--- src/rtl/dest_addr_filter.sv ---
module dest_addr_filter #(
  parameter int N_ENTRIES = 16,
  localparam int ENTRY_BYTES = 12,
  localparam int CW = $clog2(N_ENTRIES + 1),
  localparam int EW = (N_ENTRIES > 1) ? $clog2(N_ENTRIES) : 1
) (
  input  logic          clk,
  input  logic          rst_n,
  input  logic          promisc_i,
  input  logic          setup_start_i,
  input  logic          setup_valid_i,
  input  logic [7:0]    setup_byte_i,
  input  logic          chk_valid_i,
  input  logic [47:0]   chk_da_i,
  output logic          accept_valid_o,
  output logic          accept_o,
  output logic [CW-1:0] table_count_o
);

  logic [3:0]    byte_pos;
  logic [EW-1:0] entry_pos;
  logic [CW-1:0] sh_cnt, act_cnt;
  logic [47:0]   asm_q, asm_next;
  logic [47:0]   sh_tab  [N_ENTRIES];
  logic [47:0]   act_tab [N_ENTRIES];
  logic [N_ENTRIES-1:0] hit;

  wire [3:0]    pos_eff   = setup_start_i ? 4'd0 : byte_pos;
  wire [EW-1:0] entry_eff = setup_start_i ? '0 : entry_pos;
  wire [CW-1:0] cnt_eff   = setup_start_i ? '0 : sh_cnt;
  wire          is_addr   = setup_valid_i && !pos_eff[1];
  wire [2:0]    slot      = {pos_eff[3:2], pos_eff[0]};
  wire          entry_end = setup_valid_i && (pos_eff == 4'(ENTRY_BYTES - 1));
  wire          frame_end = entry_end && (entry_eff == EW'(N_ENTRIES - 1));
  wire          store     = entry_end && !asm_q[40];
  wire [CW-1:0] cnt_next  = cnt_eff + CW'(store);

  always_comb begin
    asm_next = asm_q;
    for (int k = 0; k < 6; k++)
      if (is_addr && slot == 3'(k)) asm_next[47 - 8*k -: 8] = setup_byte_i;
  end

  always_ff @(posedge clk or negedge rst_n) begin
    if (!rst_n) begin
      byte_pos  <= '0;
      entry_pos <= '0;
      sh_cnt    <= '0;
      act_cnt   <= '0;
      asm_q     <= '0;
    end else begin
      if (setup_valid_i) begin
        byte_pos  <= entry_end ? 4'd0 : pos_eff + 4'd1;
        entry_pos <= frame_end ? '0 : (entry_end ? entry_eff + EW'(1) : entry_eff);
        sh_cnt    <= frame_end ? '0 : cnt_next;
        asm_q     <= asm_next;
        if (frame_end) act_cnt <= cnt_next;
      end else if (setup_start_i) begin
        byte_pos  <= '0;
        entry_pos <= '0;
        sh_cnt    <= '0;
      end
    end
  end

  always_ff @(posedge clk) begin
    if (store) sh_tab[cnt_eff[EW-1:0]] <= asm_q;
  end

  for (genvar i = 0; i < N_ENTRIES; i++) begin : g_entry
    always_ff @(posedge clk) begin
      if (frame_end)
        act_tab[i] <= (store && cnt_eff == CW'(i)) ? asm_q : sh_tab[i];
    end
    assign hit[i] = (CW'(i) < act_cnt) && (act_tab[i] == chk_da_i);
  end

  always_ff @(posedge clk or negedge rst_n) begin
    if (!rst_n) begin
      accept_valid_o <= 1'b0;
      accept_o       <= 1'b0;
    end else begin
      accept_valid_o <= chk_valid_i;
      accept_o       <= chk_valid_i && (promisc_i || chk_da_i[40] || |hit);
    end
  end

  assign table_count_o = act_cnt;

  p_count_bound_r7: assert property (@(posedge clk) disable iff (!rst_n)
    table_count_o <= CW'(N_ENTRIES));
  p_valid_follow_r2: assert property (@(posedge clk) disable iff (!rst_n)
    chk_valid_i |=> accept_valid_o);
  p_valid_idle_r2: assert property (@(posedge clk) disable iff (!rst_n)
    !chk_valid_i |=> !accept_valid_o && !accept_o);
  p_promisc_r3: assert property (@(posedge clk) disable iff (!rst_n)
    (chk_valid_i && promisc_i) |=> accept_o);
  p_mcast_r4: assert property (@(posedge clk) disable iff (!rst_n)
    (chk_valid_i && chk_da_i[40]) |=> accept_o);
  p_count_hold_r8: assert property (@(posedge clk) disable iff (!rst_n)
    !setup_valid_i |=> $stable(table_count_o));

endmodule

--- config.mk ---
export PLATFORM = sky130hd
export DESIGN_NAME = dest_addr_filter
export DESIGN_NICKNAME = d
export VERILOG_FILES = /design/src/rtl/dest_addr_filter.sv
export SDC_FILE = /design/constraint.sdc
export NUM_CORES = 2
export LEC_CHECK = 0
export ABC_CLOCK_PERIOD_IN_PS = 22700
export BUFFER_PORTS_ARGS = -buffer_cell sky130_fd_sc_hd__buf_4
export CORE_UTILIZATION = 37
export CTS_CLUSTER_SIZE = 8
export DETAILED_ROUTE_END_ITERATION = 10
export HOLD_SLACK_MARGIN = 0.03
export PLACE_DENSITY = 0.56
export SKIP_CTS_REPAIR_TIMING = 1
export SYNTH_ARGS = -nofsm -noshare
export SYNTH_HDL_FRONTEND = slang
export SYNTH_SLANG_ARGS = --single-unit
--- constraint.sdc ---
create_clock -name clk -period 22.7 [get_ports clk]
set_input_delay 1.135 -clock clk [delete_from_list [all_inputs] [get_ports clk]]
set_output_delay 1.135 -clock clk [all_outputs]
set_load 0.005 [all_outputs]
==> reports/qor.json <==
{
  "run_status": {
    "status": "complete, no violations"
  },
  "worst_setup_path": {
    "rr_startpoint": "byte_pos[0]$_DFF_PN0_",
    "critPathCaptureType": "flip-flop",
    "worstSetupPathType": "reg2reg",
    "cp.arrival_ns": 6.48,
    "timing.critical_path.from": "byte_pos[0]$_DFF_PN0_",
    "required_ns": 23.13,
    "critPathLaunchType": "flip-flop",
    "worstPathMaxFanout": 148
  },
  "cts": {
    "cts_inserted_buffers": 218,
    "bufs_on_longest_clock_path": 3,
    "h-tree-depth": 4,
    "clock_sinks": 1604,
    "worst_skew_pair.late_latency_ns": 0.84,
    "cts.clk_slew.worst_paths_ns": 0.06,
    "cts_tree": "yes",
    "clock-root-buffer": "clkbuf_16"
  },
  "synth": {
    "ys_async_sr_fraction": 0.0424,
    "syn_nets": 3936,
    "post-synth-top-area-cell": "edfxtp_1",
    "synth_flop_type": "edfxtp_1",
    "proportion_of_netlist_area_held_by_the_largest_area_contributor": 0.683,
    "syn_inst": 3870,
    "ys_seq_elements": 1604,
    "yosys_warnings": 0,
    "postSynthAreaPerCell_um2": 17.5,
    "synth.distinct_cells": 58,
    "ys_top_cells_by_area": "edfxtp_1 68%, mux2_2 11%, xnor2_1 5.8%",
    "synth_edf_count": 1536,
    "seq_area_frac_synth": 0.708,
    "cell_area_synth_um2": 67600
  },
  "cells_and_area": {
    "nNetsFinal": 4094,
    "layout_commonest_cell": "edfxtp_1",
    "leading_cell_types_in_the_layout_fill_and_taps_excluded": "1536 x edfxtp_1, 674 x mux2_2, 451 x xnor2_1, 305 x xor2_1, 221 x clkbuf_16",
    "fraction_of_final_layout_cells_with_drive_strength_greater_than_1": 0.276,
    "synthToLayoutAreaGrowth_pct": 13.9,
    "utilization": 0.425
  },
  "timing": {
    "timing_worst_slew_pin_value_ns": 1.29,
    "fmax_mhz": 165,
    "finalCriticalPeriod_ns": 6.05,
    "max_slew_margin": 0.130,
    "hold_ws_ns": 0.170,
    "final_setup_violation_count": 0,
    "tns_ns": 0,
    "maxSlewViolCount": 0,
    "final_hold_viol_count": 0,
    "finalCritPeriodShare": 0.266,
    "worst_slack_ns": 16.65,
    "grt_setup_unrepaired": "no",
    "clock-skew-final_ns": 0.0263
  },
  "power": {
    "max-vdd-ir-drop_uv": 61.2,
    "total_power_density_per_cell_area_nw_per_um2": 87.1,
    "total_leakage_power_nw": 24.1
  },
  "global_routing": {
    "first_global_vias": 35100,
    "grt_antenna_before_repair": 17,
    "global_route.usage.total": 0.233,
    "maximum_number_of_pins_on_one_net_before_global_route_repair": 175,
    "grt-ovfl-total": 0,
    "first_pass_grt_wire_length_um": 294000
  },
  "detailed_routing": {
    "ratio_of_routed_vias_to_standard_cells": 5.55,
    "route.vias.total": 36100,
    "postRouteAntennaNets": 0,
    "number_of_remaining_drc_errors": 0,
    "drtIter0Drc": 4278,
    "post_drt_wl_per_cell_um": 33.3,
    "drt-total-wl_um": 216000,
    "count_of_tritonroute_iterations_in_the_first_routing_pass": 7
  },
  "floorplan": {
    "initial_utilization": 0.373,
    "fp.dieArea_um2": 184000,
    "die_w_um": 429,
    "fp-row-count": 156,
    "pin_count": 69,
    "core_area_um2": 181000,
    "die_h_um": 429
  },
  "placed_design": {
    "io_buffers": 68,
    "detailedPlace.worstSlack_ns": 15.85,
    "globalplace.congestion": 0.815,
    "final_hpwl_from_detailed_placement_um": 119000
  },
  "hold_path": {
    "hold_path.class": "in2async"
  },
  "job": {
    "max_cap_viol_count": 0
  }
}
==> cells by family after synthesis <==
family	count (synthesis)	synth area share
XOR/XNOR	756	0.0980
multiplexers	801	0.133
AO/OA/AOI/OAI	55	0.00583
adder cells (fa/ha/maj)	4	0.000741
buffers and inverters	261	0.0200
flip-flops	1604	0.708
AND/OR/NAND/NOR	389	0.0341
==> power breakdown <==
part           internal [mW]  switching, mW  leakage (nW)
sequential              3.27         0.0545          14.5
clock                   1.75           1.22          2.91
combinational         0.0769          0.318          6.73
total                   5.11           1.59          24.1
==> synth_stat cells (2+ instances only) <==
cell / instances
buf_4: 28
nand2b_1: 9
xnor2_1: 451
mux2_2: 674
buf_6: 13
a211oi_1: 2
or3_1: 2
nor2_1: 38
nor3_1: 11
inv_2: 2
nand4_1: 134
buf_2: 135
o221ai_1: 2
xor2_1: 305
ha_1: 4
mux2_1: 126
nor4_1: 100
a221oi_1: 4
o22ai_1: 6
nand2_1: 35
and3_1: 2
o21ai_0: 11
a41oi_1: 3
a2111oi_0: 5
edfxtp_1: 1536
dfrtp_1: 68
nand3b_1: 3
nor3_2: 3
inv_1: 20
a21oi_1: 6
nor2b_1: 16
and2_1: 10
a32o_1: 2
o2bb2ai_1: 2
o2111ai_1: 2
clkbuf_1: 61
nand3_1: 18
==> layer usage <==
| metal | vias up | track usage | wire length (um) |
|---|---|---|---|
| met5 | - | 0 | 0 |
| met4 | 0 | 0.0724 | 6330 |
| met3 | 298 | 0.0380 | 16400 |
| met2 | 1436 | 0.368 | 101000 |
| met1 | 19500 | 0.327 | 93000 |
| li1 | 14900 | - | - |
==> worst paths after layout <==
kind | to | slack [ns] | depth (start not counted)
min | byte_pos[1]$_DFF_PN0_ | 0.17 | 1
max | act_tab[0][351]$_DFFE_PP_ | 16.65 | 8
max reg2reg | act_tab[0][351]$_DFFE_PP_ | 16.65 | 8
min in group clk | accept_valid_o$_DFF_PN0_ | 0.43 | 1
min reg2reg | sh_tab[3][41]$_DFFE_PP_ | 0.50 | 0
max in group asynchronous | asm_q[35]$_DFFE_PN0P_ | 21.25 | 2
==> registers in the layout, summed over array words and instances (netlist names) <==
name	flops
asm_q	48
accept_valid_o	1
byte_pos	4
entry_pos	4
act_tab	768
sh_tab	768
accept_o	1
table_count_o	5
sh_cnt	5
==> area by class of cell <==
type | count | area, um2
Sequential cell | 1604 | 47800
Antenna cell | 10 | 25.0
Timing Repair Buffer | 176 | 1350
Clock buffer | 303 | 5850
Multi-Input combinational cell | 2005 | 18600
Tap cell | 2370 | 2970
Clock inverter | 12 | 186
Fill cell | 16100 | 104000
Inverter | 23 | 93.8
==> critical path, cell delays in order (launching register included) <==
cell and delay, ns:
dfrtp_1 0.47, nor2b_1 0.39, ha_1 0.31, and2_1 0.29, nand4_1 0.53, inv_8 0.87, buf_4 0.89, buf_12 0.68
buf_4 0.90
==> through the flow <==
stage               instances  instance area [um2]  power [mW]
floorplan                3870                67600        3.50
global placement         6178                70900        3.77
detailed placement       6178                70900        3.78
CTS                      6493                76900        6.73
global route             6493                76900        6.86
finish                   6503                76900        6.70
Power figures use the tool's default switching activity.
